## src/rtl/fsq_pkg.sv

```systemverilog
package fsq_pkg;
  localparam int CS_DONE    = 0;
  localparam int CS_ERR     = 1;
  localparam int CS_BUSY    = 2;
  localparam int CS_GO      = 8;
  localparam int CS_TYPE_LO = 10;
  localparam int TYPE_W     = 3;
  localparam int CS_CNT_LO  = 16;
  localparam int CNT_W      = 8;

  typedef enum logic [TYPE_W-1:0] {
    CYC_READ     = 3'd0,
    CYC_PROG     = 3'd1,
    CYC_ERASE4K  = 3'd2,
    CYC_ERASE64K = 3'd3,
    CYC_RDSTS    = 3'd4
  } cyc_e;
endpackage

```

## src/rtl/fsq_buffer.sv

```systemverilog
module fsq_buffer #(
  parameter int BUF_BYTES = 64,
  localparam int IDX_W = $clog2(BUF_BYTES),
  localparam int WI_W = IDX_W - 2,
  localparam int WORDS = BUF_BYTES / 4
) (
  input  logic             clk,
  input  logic             host_we,
  input  logic [WI_W-1:0]  host_word,
  input  logic [3:0]       host_be,
  input  logic [31:0]      host_wdata,
  output logic [31:0]      host_rdata,
  input  logic             eng_we,
  input  logic [IDX_W-1:0] eng_idx,
  input  logic [7:0]       eng_wdata,
  output logic [7:0]       eng_rdata
);
  logic [WI_W-1:0] eng_word;
  logic [1:0]      eng_lane;
  logic [7:0]      lane_rd [4];

  assign eng_word = eng_idx[IDX_W-1:2];
  assign eng_lane = eng_idx[1:0];

  for (genvar g = 0; g < 4; g++) begin : g_lane
    logic [7:0] mem [WORDS];
    logic       we_e, we_h;
    logic [WI_W-1:0] wa;
    logic [7:0]      wd;

    always_comb begin
      we_e = eng_we && (eng_lane == 2'(g));
      we_h = host_we && host_be[g];
      wa   = we_e ? eng_word : host_word;
      wd   = we_e ? eng_wdata : host_wdata[8*g +: 8];
    end

    always_ff @(posedge clk) begin
      if (we_e || we_h) mem[wa] <= wd;
    end

    assign host_rdata[8*g +: 8] = mem[host_word];
    assign lane_rd[g]           = mem[eng_word];
  end

  assign eng_rdata = lane_rd[eng_lane];
endmodule

```

## src/rtl/fsq_dispatch.sv

```systemverilog
module fsq_dispatch
  import fsq_pkg::*;
#(
  parameter int ADDR_W = 32,
  parameter int BUF_BYTES = 64,
  parameter int LEN_W = 7
) (
  input  logic              clk,
  input  logic              rst_n,
  input  logic              ctrl_wr,
  input  logic [31:0]       ctrl_wdata,
  input  logic [ADDR_W-1:0] addr_q,
  input  logic              cmd_ack,
  input  logic              cmd_err,
  output logic              cmd_req,
  output logic [TYPE_W-1:0] cmd_type,
  output logic [ADDR_W-1:0] cmd_addr,
  output logic [LEN_W-1:0]  cmd_len,
  output logic [31:0]       stat_word
);
  logic              busy_q, busy_d, done_q, done_d, err_q, err_d;
  logic [TYPE_W-1:0] type_q, type_d;
  logic [CNT_W-1:0]  cnt_q, cnt_d;
  logic [ADDR_W-1:0] addr_l_q, addr_l_d;
  logic [LEN_W-1:0]  len_q, len_d;

  logic              w_go, w_clr_done, w_clr_err, type_ok, too_long, launch_try, w_erase;
  logic [TYPE_W-1:0] w_type;
  logic [CNT_W-1:0]  w_cnt;

  always_comb begin
    w_go       = ctrl_wdata[CS_GO];
    w_clr_done = ctrl_wdata[CS_DONE];
    w_clr_err  = ctrl_wdata[CS_ERR];
    w_type     = ctrl_wdata[CS_TYPE_LO +: TYPE_W];
    w_cnt      = ctrl_wdata[CS_CNT_LO +: CNT_W];
    type_ok    = (w_type <= TYPE_W'(CYC_RDSTS));
    too_long   = (int'(w_cnt) >= BUF_BYTES);
    w_erase    = (w_type == TYPE_W'(CYC_ERASE4K)) || (w_type == TYPE_W'(CYC_ERASE64K));
    launch_try = ctrl_wr && w_go && !busy_q;
  end

  always_comb begin
    busy_d   = busy_q;
    done_d   = done_q;
    err_d    = err_q;
    type_d   = type_q;
    cnt_d    = cnt_q;
    addr_l_d = addr_l_q;
    len_d    = len_q;
    if (ctrl_wr && w_clr_done) done_d = 1'b0;
    if (ctrl_wr && w_clr_err)  err_d  = 1'b0;
    if (busy_q && cmd_ack) begin
      busy_d = 1'b0;
      if (cmd_err) err_d = 1'b1;
      else         done_d = 1'b1;
    end else if (launch_try) begin
      type_d = w_type;
      cnt_d  = w_cnt;
      if (!type_ok || too_long) begin
        err_d = 1'b1;
      end else begin
        busy_d   = 1'b1;
        addr_l_d = addr_q;
        len_d    = w_erase ? '0 : LEN_W'(w_cnt) + LEN_W'(1);
      end
    end
  end

  always_ff @(posedge clk or negedge rst_n) begin
    if (!rst_n) begin
      busy_q   <= 1'b0;
      done_q   <= 1'b0;
      err_q    <= 1'b0;
      type_q   <= '0;
      cnt_q    <= '0;
      addr_l_q <= '0;
      len_q    <= '0;
    end else begin
      busy_q   <= busy_d;
      done_q   <= done_d;
      err_q    <= err_d;
      type_q   <= type_d;
      cnt_q    <= cnt_d;
      addr_l_q <= addr_l_d;
      len_q    <= len_d;
    end
  end

  assign cmd_req  = busy_q;
  assign cmd_type = type_q;
  assign cmd_addr = addr_l_q;
  assign cmd_len  = len_q;

  always_comb begin
    stat_word = '0;
    stat_word[CS_DONE] = done_q;
    stat_word[CS_ERR]  = err_q;
    stat_word[CS_BUSY] = busy_q;
    stat_word[CS_TYPE_LO +: TYPE_W] = type_q;
    stat_word[CS_CNT_LO +: CNT_W]   = cnt_q;
  end

  // presented command frozen until acknowledged
  assert_cmd_hold_R4: assert property (@(posedge clk) disable iff (!rst_n)
    (cmd_req && !cmd_ack) |=> (cmd_req && $stable(cmd_addr) && $stable(cmd_type) && $stable(cmd_len)));
  // clean acknowledgement resolves to done
  assert_ack_done_R4: assert property (@(posedge clk) disable iff (!rst_n)
    (cmd_req && cmd_ack && !cmd_err) |=> (!cmd_req && done_q));
  // failing acknowledgement resolves to failed
  assert_ack_fail_R13: assert property (@(posedge clk) disable iff (!rst_n)
    (cmd_req && cmd_ack && cmd_err) |=> (!cmd_req && err_q));
  // erase commands carry no data
  assert_erase_len_R5: assert property (@(posedge clk) disable iff (!rst_n)
    (cmd_req && (cmd_type == TYPE_W'(CYC_ERASE4K) || cmd_type == TYPE_W'(CYC_ERASE64K))) |-> (cmd_len == '0));
  // launch while busy is ignored
  assert_busy_ignore_R7: assert property (@(posedge clk) disable iff (!rst_n)
    (ctrl_wr && w_go && cmd_req && !cmd_ack) |=> (cmd_req && $stable(cmd_addr) && $stable(cmd_type)));
  // oversized launch fails without starting
  assert_oversize_R8: assert property (@(posedge clk) disable iff (!rst_n)
    (ctrl_wr && w_go && !cmd_req && int'(w_cnt) >= BUF_BYTES) |=> (err_q && !cmd_req));
  // unknown operation fails without starting
  assert_bad_type_R9: assert property (@(posedge clk) disable iff (!rst_n)
    (ctrl_wr && w_go && !cmd_req && w_type > TYPE_W'(CYC_RDSTS)) |=> (err_q && !cmd_req));
endmodule

```

## src/rtl/fsq_regs.sv

```systemverilog
module fsq_regs #(
  parameter int ADDR_W = 32,
  parameter int BUF_BYTES = 64,
  localparam int IDX_W = $clog2(BUF_BYTES),
  localparam int RA_W = IDX_W + 2,
  localparam int WI_W = IDX_W - 2,
  localparam int NB = ADDR_W / 8
) (
  input  logic              clk,
  input  logic              rst_n,
  input  logic              reg_wr,
  input  logic [RA_W-1:0]   reg_addr,
  input  logic [3:0]        reg_be,
  input  logic [31:0]       reg_wdata,
  input  logic              busy,
  input  logic [31:0]       stat_word,
  input  logic [31:0]       buf_rdata,
  output logic [ADDR_W-1:0] addr_q,
  output logic              ctrl_wr,
  output logic              buf_we,
  output logic [WI_W-1:0]   buf_word,
  output logic [31:0]       reg_rdata
);
  logic            in_buf, addr_wr;
  logic [WI_W-1:0] word_sel;

  always_comb begin
    in_buf   = reg_addr[IDX_W];
    word_sel = reg_addr[IDX_W-1:2];
    addr_wr  = reg_wr && !in_buf && (word_sel == WI_W'(0));
    ctrl_wr  = reg_wr && !in_buf && (word_sel == WI_W'(1));
    buf_we   = reg_wr && in_buf && !busy;
    buf_word = word_sel;
  end

  for (genvar b = 0; b < NB; b++) begin : g_abyte
    always_ff @(posedge clk or negedge rst_n) begin
      if (!rst_n)                        addr_q[8*b +: 8] <= '0;
      else if (addr_wr && reg_be[b % 4]) addr_q[8*b +: 8] <= reg_wdata[8*(b % 4) +: 8];
    end
  end

  always_comb begin
    reg_rdata = '0;
    if (in_buf)                        reg_rdata = buf_rdata;
    else if (word_sel == WI_W'(0))     reg_rdata = 32'(addr_q);
    else if (word_sel == WI_W'(1))     reg_rdata = stat_word;
  end
endmodule

```

## src/rtl/flash_seq_frontend.sv

```systemverilog
module flash_seq_frontend
  import fsq_pkg::*;
#(
  parameter int ADDR_W = 32,
  parameter int BUF_BYTES = 64,
  localparam int IDX_W = $clog2(BUF_BYTES),
  localparam int RA_W = IDX_W + 2,
  localparam int LEN_W = IDX_W + 1
) (
  input  logic              clk,
  input  logic              rst_n,
  input  logic              reg_wr,
  input  logic [RA_W-1:0]   reg_addr,
  input  logic [3:0]        reg_be,
  input  logic [31:0]       reg_wdata,
  output logic [31:0]       reg_rdata,
  output logic              cmd_req,
  output logic [TYPE_W-1:0] cmd_type,
  output logic [ADDR_W-1:0] cmd_addr,
  output logic [LEN_W-1:0]  cmd_len,
  input  logic              cmd_ack,
  input  logic              cmd_err,
  input  logic              eng_buf_we,
  input  logic [IDX_W-1:0]  eng_buf_idx,
  input  logic [7:0]        eng_buf_wdata,
  output logic [7:0]        eng_buf_rdata
);
  localparam int WI_W = IDX_W - 2;

  logic [1:0]        rst_sync;
  logic              rst_i_n;
  logic [ADDR_W-1:0] addr_q;
  logic              ctrl_wr, buf_we;
  logic [WI_W-1:0]   buf_word;
  logic [31:0]       stat_word, buf_rdata;

  always_ff @(posedge clk or negedge rst_n) begin
    if (!rst_n) rst_sync <= 2'b00;
    else        rst_sync <= {rst_sync[0], 1'b1};
  end
  assign rst_i_n = rst_sync[1];

  fsq_regs #(.ADDR_W(ADDR_W), .BUF_BYTES(BUF_BYTES)) u_regs (
    .clk(clk), .rst_n(rst_i_n), .reg_wr(reg_wr), .reg_addr(reg_addr),
    .reg_be(reg_be), .reg_wdata(reg_wdata), .busy(cmd_req),
    .stat_word(stat_word), .buf_rdata(buf_rdata), .addr_q(addr_q),
    .ctrl_wr(ctrl_wr), .buf_we(buf_we), .buf_word(buf_word), .reg_rdata(reg_rdata)
  );

  fsq_dispatch #(.ADDR_W(ADDR_W), .BUF_BYTES(BUF_BYTES), .LEN_W(LEN_W)) u_disp (
    .clk(clk), .rst_n(rst_i_n), .ctrl_wr(ctrl_wr), .ctrl_wdata(reg_wdata),
    .addr_q(addr_q), .cmd_ack(cmd_ack), .cmd_err(cmd_err), .cmd_req(cmd_req),
    .cmd_type(cmd_type), .cmd_addr(cmd_addr), .cmd_len(cmd_len), .stat_word(stat_word)
  );

  fsq_buffer #(.BUF_BYTES(BUF_BYTES)) u_buf (
    .clk(clk), .host_we(buf_we), .host_word(buf_word), .host_be(reg_be),
    .host_wdata(reg_wdata), .host_rdata(buf_rdata),
    .eng_we(eng_buf_we && cmd_req), .eng_idx(eng_buf_idx),
    .eng_wdata(eng_buf_wdata), .eng_rdata(eng_buf_rdata)
  );
endmodule

```

## config.mk

```make
export PLATFORM = sky130hd
export DESIGN_NAME = flash_seq_frontend
export DESIGN_NICKNAME = d
export VERILOG_FILES = /design/src/rtl/fsq_pkg.sv /design/src/rtl/fsq_buffer.sv /design/src/rtl/fsq_dispatch.sv /design/src/rtl/fsq_regs.sv /design/src/rtl/flash_seq_frontend.sv
export SDC_FILE = /design/constraint.sdc
export NUM_CORES = 1
export LEC_CHECK = 0
export BUFFER_PORTS_ARGS = -buffer_cell sky130_fd_sc_hd__clkbuf_2
export CAP_MARGIN = 20
export CORE_AREA = 2 2 256 258
export CTS_CLUSTER_SIZE = 25
export DETAILED_ROUTE_END_ITERATION = 8
export DIE_AREA = 0 0 258 260
export RECOVER_POWER = 50
export SYNTH_ARGS = -nofsm -noshare
export SYNTH_HDL_FRONTEND = slang
export SYNTH_SLANG_ARGS = --single-unit
export TNS_END_PERCENT = 100
```

## constraint.sdc

```tcl
create_clock -name clk -period 2.42 [get_ports clk]
set_input_delay 0.363 -clock clk [delete_from_list [all_inputs] [get_ports clk]]
set_output_delay 0.363 -clock clk [all_outputs]
set_load 0.01 [all_outputs]
```

==> summary.md, run 1 <==
| Metric | Value |
|---|---|
| Status | `finished with violations` |
| Failing checks | `setup timing` |
| Seq cells post-synth | `599` |
| Predominant post-synthesis flop cell | `edfxtp_1` |
| RSZ-0062 raised after global routing | `yes` |
| Core Rows | `93` |
| Yosys Warn Count | `0` |
| Cell Area, Synth | `28700 um^2` |
| Fin crit share | `123%` |
| CTS max path bufs | `3` |
| Cell Chain, Critical Path | `mux4_2 > mux2_4 > a221oi_4 > o21ai_4 > and3_4 > buf_6` |
| Placed cell count | `2814` |
| CTS Buf Count | `61` |
| Final Hold Viols | `0` |
| Total wire length | `85900 um` |
| # setup viols final | `391` |
| Switching Share | `22.6%` |
| Die width | `258 um` |
| Clk pwr share | `42.1%` |
| Critical Path AT | `2620 ps` |
| Die span in y | `260 um` |
| Syn Nets | `1743` |
| Top cell family by delay on the critical path | `multiplexers` |
| Crit path capture type | `output pin` |
| Max-cap violation count | `0` |
| Setup CP Type | `reg2out` |
| Clock period minus worst slack | `2980 ps` |
| Gate count of the mapped netlist | `1678` |
| Worst rel slew slack | `30.9%` |
| Startpoint types | `register` |
| Remaining DRCs | `0` |
| Util after Layout | `54.5%` |
| Area Overhead vs Synth | `21.9%` |
| Crit path max-delay cell type | `mux4_2` |
| Crit path setup slack, layout | `-563 ps` |
| WP buf/inv | `1` |
| CTS H-tree depth | `2` |
| Share of layout cells above drive strength 1 | `40.3%` |
| Antenna viol nets, final | `0` |
| Combinational share of power | `10.1%` |
| Root Driver | `clkbuf_16` |
| Most frequent cells in the layout | `edfxtp_1, mux4_2, nand2_1, buf_4, clkbuf_2` |
| 1st-iter DRT viols | `2201` |
| Post-synth EDFFs | `512` |
| Initial Util | `44.7%` |
| Final Slew Violations | `0` |
| Largest net degree at the start of global routing | `51` |
| CTS tree | `yes` |
| Max stage delay on crit path | `500 ps` |
| Via count | `18100` |
| Post-Layout Cell Count | `2945` |
| Grt ovf | `0` |
| Leak pwr | `0.0126 uW` |
| DR pass1 iterations | `6` |
| Hold_ws | `24.2 ps` |
| Pwr/cell area | `686 nW/um^2` |
| Worst Path Max Fanout | `2` |
| P_sw | `5430 uW` |
| Overall power | `24000 uW` |
| ANT cells | `0` |
| Commonest non-fill, non-tap cell in the layout | `edfxtp_1` |
| Die area | `67100 um^2` |
| Clock sink count | `599` |
| Hold Path Class | `in2reg` |
| GRT Total Usage | `25.7%` |
| Flop pwr share | `47.9%` |
| Final clock skew | `10.6 ps` |
| Asr flop ratio synth | `14.5%` |
| Vias in the first global route | `18400` |
| Initial antenna violation count | `4` |
| Seq/Total Area, Yosys | `61.2%` |
| Highest Clock Rate | `335 MHz` |
| Routed WL per cell | `29.2 um` |
| Skew-Pair Late Insertion Delay | `640 ps` |
| Cell internal pwr | `18600 uW` |
| First-pass GRT wire length | `126000 um` |
| RD Place Congestion | `0.871` |
| Core box area | `64100 um^2` |
| Critical path data required time | `2060 ps` |
| Slew @ Worst Pin | `1040 ps` |
| I/O pins | `147` |
| Mapped Avg Cell Area | `17.1 um^2` |
| Clock slew seen by the registers of the worst setup and hold paths | `60 ps` |
| Vias per inst | `6.15` |
| Peak VDD IR | `0.000612 V` |
| Nets@finish | `2102` |
| HPWL after detailed placement | `61200 um` |
| Number of port buffers | `143` |
| Cell variety after synth | `58` |
## stage by stage
stage                     setup TNS (ps)  worst slack (ps)  instance area, um^2
after floorplan                        0              21.2                28700
after global placement            -22200              -658                32400
after detailed placement          -25290              -635                32400
after CTS                         -13330              -577                35000
after global routing              -99560              -595                34900
final                             -50070              -563                34900
## cell usage after synthesis (3+ instances only)
master | number | share of area [%]
xnor2_1 | 3 | 0.092
o22a_1 | 5 | 0.15
a31oi_1 | 5 | 0.11
nor2_1 | 78 | 1.0
or2_2 | 6 | 0.13
a21oi_1 | 27 | 0.47
buf_4 | 11 | 0.29
nand2b_1 | 6 | 0.13
nand4_1 | 3 | 0.065
mux4_2 | 247 | 19
clkbuf_1 | 52 | 0.68
mux4_1 | 23 | 2.1
mux2_2 | 72 | 2.8
dfrtp_1 | 87 | 7.6
buf_1 | 10 | 0.13
o221ai_1 | 5 | 0.15
a22o_1 | 18 | 0.55
and3_1 | 11 | 0.24
o21ai_0 | 25 | 0.44
nor2b_1 | 20 | 0.44
or3_1 | 6 | 0.13
o31ai_1 | 6 | 0.16
nand2_1 | 208 | 2.7
buf_6 | 13 | 0.51
nand3b_1 | 3 | 0.079
nor3_1 | 7 | 0.12
a221oi_1 | 23 | 0.70
mux2i_1 | 46 | 1.6
a22oi_1 | 31 | 0.81
o22ai_1 | 11 | 0.24
inv_1 | 3 | 0.039
buf_2 | 39 | 0.68
o21ai_1 | 7 | 0.12
nand3_1 | 18 | 0.31
edfxtp_1 | 512 | 54
## routing by layer
| metal | track usage (%) | share of wire (%) | up-vias |
|---|---|---|---|
| met5 | 0 | 0.058 | - |
| met4 | 7.29 | 2.9 | 6 |
| met3 | 4.59 | 8.9 | 124 |
| met2 | 40.7 | 46 | 881 |
| met1 | 37.0 | 42 | 9515 |
| li1 | - | - | 7593 |
## registers in the layout, indices dropped and copies added (netlist names)
register          flops
u_buf.g_lane.mem    512
u_disp.cmd_addr      32
u_regs.addr_q        32
u_disp.cnt_q          8
u_disp.cmd_len        7
u_disp.cmd_type       3
rst_sync              2
u_disp.cmd_req        1
u_disp.done_q         1
u_disp.err_q          1
## layout make-up
cell class	instances	area, um^2
tap	855	1070
multi-input combinational	947	10800
sequential	599	17600
timing repair buffer	425	3360
clock buffer	84	1730
clock inverter	32	434
fill	5048	29200
inverter	3	11.3
## cell families (layout without fill, tap and decap cells)
group	count (synthesis)	after routing	synth area share (%)
compound gates	171	171	4.17
simple gates	381	381	5.88
mux	388	388	25.9
buf+inv	132	544	2.57
fa+ha+maj	1	1	0.0436
other cells	1	1	0.0131
flops	599	599	61.2
xor+xnor	5	5	0.153
## power by group through the flow
stage / registers, uW / clock network, uW / logic, uW
6_report: 11500 / 10100 / 2410
5_1_grt: 11500 / 10600 / 2540
2_1_floorplan: 11700 / 0 / 1280
3_3_place_gp: 11700 / 0 / 2230
4_1_cts: 11500 / 10200 / 2390
3_5_place_dp: 11700 / 0 / 2260
## timing repair
action | 4_1_cts | 5_1_grt
setup buffers | 7 | 7
resized for setup | 103 | 41
setup endpoints to repair | 60 | 63
gates cloned | 1 | 0
pin swaps | 29 | 18
hold buffers | 9 | 0
hold endpoints to repair | 10 | 0
## final timing paths
check	from	slack [ps]	depth (start not counted)	end
worst max-delay path	u_buf.g_lane[2].mem[11][3]	-560	6	eng_buf_rdata[3]
worst min-delay path	reg_wdata[13]	20	2	u_regs.addr_q[13]
worst max register to register	u_disp.cmd_req	-330	7	u_buf.g_lane[3].mem[3][0]
worst min register to register	rst_sync[0]	360	0	rst_sync[1]
max in group asynchronous	rst_sync[1]	620	1	u_regs.addr_q[16]
min in group asynchronous	rst_n	100	2	rst_sync[0]
Note: power is estimated with default switching activity, not from simulation.
==> run 2: changes to the inputs <==
BUFFER_PORTS_ARGS = unset   (was -buffer_cell sky130_fd_sc_hd__clkbuf_2)
DONT_BUFFER_PORTS = 1   (was unset)
GPL_TIMING_DRIVEN = 1   (was unset)
==> summary.md, run 2 (synthesis results as in run 1) <==
| Metric | Value |
|---|---|
| Setup CP Type | `reg2out` |
| Hold Path Class | `in2reg` |
| WP buf/inv | `1 (unchanged)` |
| First-pass GRT wire length | `121000 um (-3.5%)` |
| Skew-Pair Late Insertion Delay | `610 ps (-30 ps)` |
| Crit path capture type | `output pin` |
| Top sig layer | `met5` |
| Largest net degree at the start of global routing | `149 (+190%)` |
| Filler cells | `5145 (+1.9%)` |
| Cell mode on critical path | `mux4_2` |
| Die width | `258 um (unchanged)` |
| Final Slew Violations | `26 (+26)` |
| Clock period minus worst slack | `2880 ps (-105 ps)` |
| Top cell family by delay on the critical path | `multiplexers` |
| Commonest non-fill, non-tap cell in the layout | `edfxtp_1` |
| Root Driver | `clkbuf_16` |
| Worst rel slew slack | `-0.381% (-31 points)` |
| Initial antenna violation count | `13 (+9)` |
| Number of port buffers | `0 (-100%)` |
| Leak pwr | `0.0114 uW (-9.6%)` |
| Post-Layout Cell Count | `2711 (-7.9%)` |
| Routed WL per cell | `31.0 um (+6.2%)` |
| Final clock skew | `22.1 ps (+11.5 ps)` |
| Max FFs per register | `512 (unchanged)` |
| Final Hold Viols | `0 (unchanged)` |
| Critical path data required time | `2060 ps (about the same)` |
| Placed cell count | `2548 (-9.5%)` |
| DR pass1 iterations | `7 (+1)` |
| CTS tree | `yes` |
| Crit path setup slack, layout | `-459 ps (+105 ps)` |
| HPWL after detailed placement | `52600 um (-14%)` |
| Core box area | `64100 um^2 (unchanged)` |
| Vias in the first global route | `17300 (-6.0%)` |
| Pwr/cell area | `694 nW/um^2 (+1.2%)` |
| I/O pins | `147 (unchanged)` |
| Failing checks | `capacitance limit, slew limit, setup timing` |
| Nets@finish | `1869 (-11%)` |
| RD Place Congestion | `0.839 (-3.7%)` |
| Reg area | `17600 um^2 (unchanged)` |
| GRT Total Usage | `25.3% (-0.48 points)` |
| Startpoint types | `register` |
| Die area | `67100 um^2 (unchanged)` |
| 1st-iter DRT viols | `2076 (-5.7%)` |
| Wire length on met1 | `33200 um (-7.5%)` |
| Vias per inst | `6.35 (+3.2%)` |
| Met3 wire length | `9390 um (+23%)` |
| Overall power | `22900 uW (-4.6%)` |
| CTS Buf Count | `66 (+8.2%)` |
| Area Overhead vs Synth | `15.0%` |
| Peak VDD IR | `0.000483 V (-21%)` |
| Max-cap violation count | `1 (+1)` |
| Highest Clock Rate | `347 MHz (+3.6%)` |
| Critical Path AT | `2520 ps (-100 ps)` |
| Flop2flop setup slack | `-150 ps (+180 ps)` |
| Worst Path Max Fanout | `2 (unchanged)` |
| Area occupied by multi-input gates | `10800 um^2 (-0.23%)` |
| CTS max path bufs | `3 (unchanged)` |
| Via count | `17200 (-5.0%)` |
| Grt ovf | `0 (unchanged)` |
| Status | `finished with violations` |
| Crit path max-delay cell type | `mux4_2` |
| Max stage delay on crit path | `510 ps (about the same)` |
| Fin crit share | `119% (-4.3 points)` |
| Slew @ Worst Pin | `1510 ps (+469 ps)` |
| RSZ-0062 raised after global routing | `yes` |
| Initial Util | `44.7% (unchanged)` |
| Antenna viol nets, final | `0 (unchanged)` |
| Core Rows | `93 (unchanged)` |
| Remaining DRCs | `0 (unchanged)` |
| Share of layout cells above drive strength 1 | `33.4% (-6.9 points)` |
| Routed length on met2 | `39100 um (-1.9%)` |
| Total wire length | `84000 um (-2.2%)` |
| Die span in y | `260 um (unchanged)` |
| Pre-CTS WS | `-201 ps (+433 ps)` |
| CTS H-tree depth | `3 (+1)` |
| Most frequent cells in the layout | `edfxtp_1, mux4_2, nand2_1, buf_4, dfrtp_1` |
| # setup viols final | `87 (-78%)` |
| Clock sink count | `599 (unchanged)` |
| Cell Chain, Critical Path | `mux4_2 > mux4_2 > nor2_4 > a211oi_2 > nor3b_1 > buf_4` |
| Clock slew seen by the registers of the worst setup and hold paths | `60 ps (about the same)` |
| Most flops, register | `u_buf.g_lane.mem` |
[run 2: changes by cell type in the layout (fill, tap and decap cells not counted), sizes merged]
cell,change
diode,+7
clkbuf,-128
bufbuf,-2
clkinvlp,+1
clkinv,+2
dlygate4sd3,+28
buf,-137
inv,+1
bufinv,-6
[run 2: worst paths after layout]
path,depth (start not counted),from,end
worst max-delay path,6,u_buf.g_lane[0].mem[6][4],eng_buf_rdata[4]
worst min-delay path,4,reg_wdata[23],u_disp.err_q
worst max register to register,7,u_disp.cmd_req,u_buf.g_lane[3].mem[14][1]
worst min register to register,0,rst_sync[0],rst_sync[1]
max in group asynchronous,1,rst_sync[1],u_regs.addr_q[23]
min in group asynchronous,2,rst_n,rst_sync[0]
[run 2: per-layer routing]
| layer | global-route usage, % | vias up |
|---|---|---|
| li1 | - | 7110 |
| met1 | 33.9 | 9132 |
| met2 | 38.9 | 833 |
| met3 | 8.75 | 121 |
| met4 | 8.06 | 16 |
| met5 | 0 | - |
[run 2: where the power goes]
| group | internal, uW | total, uW | switching (uW) |
|---|---|---|---|
| logic | 894 | 1650 | 752 |
| registers | 11400 | 11500 | 136 |
| clock network | 5710 | 9740 | 4030 |
| total | 18000 | 22900 | 4920 |
[run 2: timing repair]
| action | in CTS | in global routing |
|---|---|---|
| gates resized for setup | 96 | 35 |
| pin swaps | 24 | 15 |
| hold endpoints to repair | 54 | 0 |
| setup buffers | 1 | 8 |
| endpoints found under the setup margin | 40 | 56 |
| hold buffers | 37 | 0 |
| cloned | 0 | 0 |
[run 2: layout make-up]
type | instances | area share, %
Clock inverter | 30 | 0.789
Timing Repair Buffer | 187 | 4.52
Sequential cell | 599 | 53.2
Tap cell | 855 | 3.24
Antenna cell | 7 | 0.0531
Multi-Input combinational cell | 947 | 32.6
Inverter | 3 | 0.0342
Clock buffer | 83 | 5.49
[run 2: tightest hold or removal path: stages]
cell and delay, ps:
nor2_1 20, nand2_1 80, nand2b_1 60, nand2_1 50
[run 2: stage by stage]
step / setup TNS [ps] / area, um^2 / util (%) / hold WS [ps]
finish: -11980 / 33000 / 51.4 / 20.3
global placement: -470 / 30200 / 47.0 / 67.6
CTS: -9670 / 32900 / 51.3 / 10.1
detailed placement: -503 / 30200 / 47.0 / 67.6
global route: -30240 / 33000 / 51.4 / 43.9
floorplan: 0 / 28700 / - / 67.4
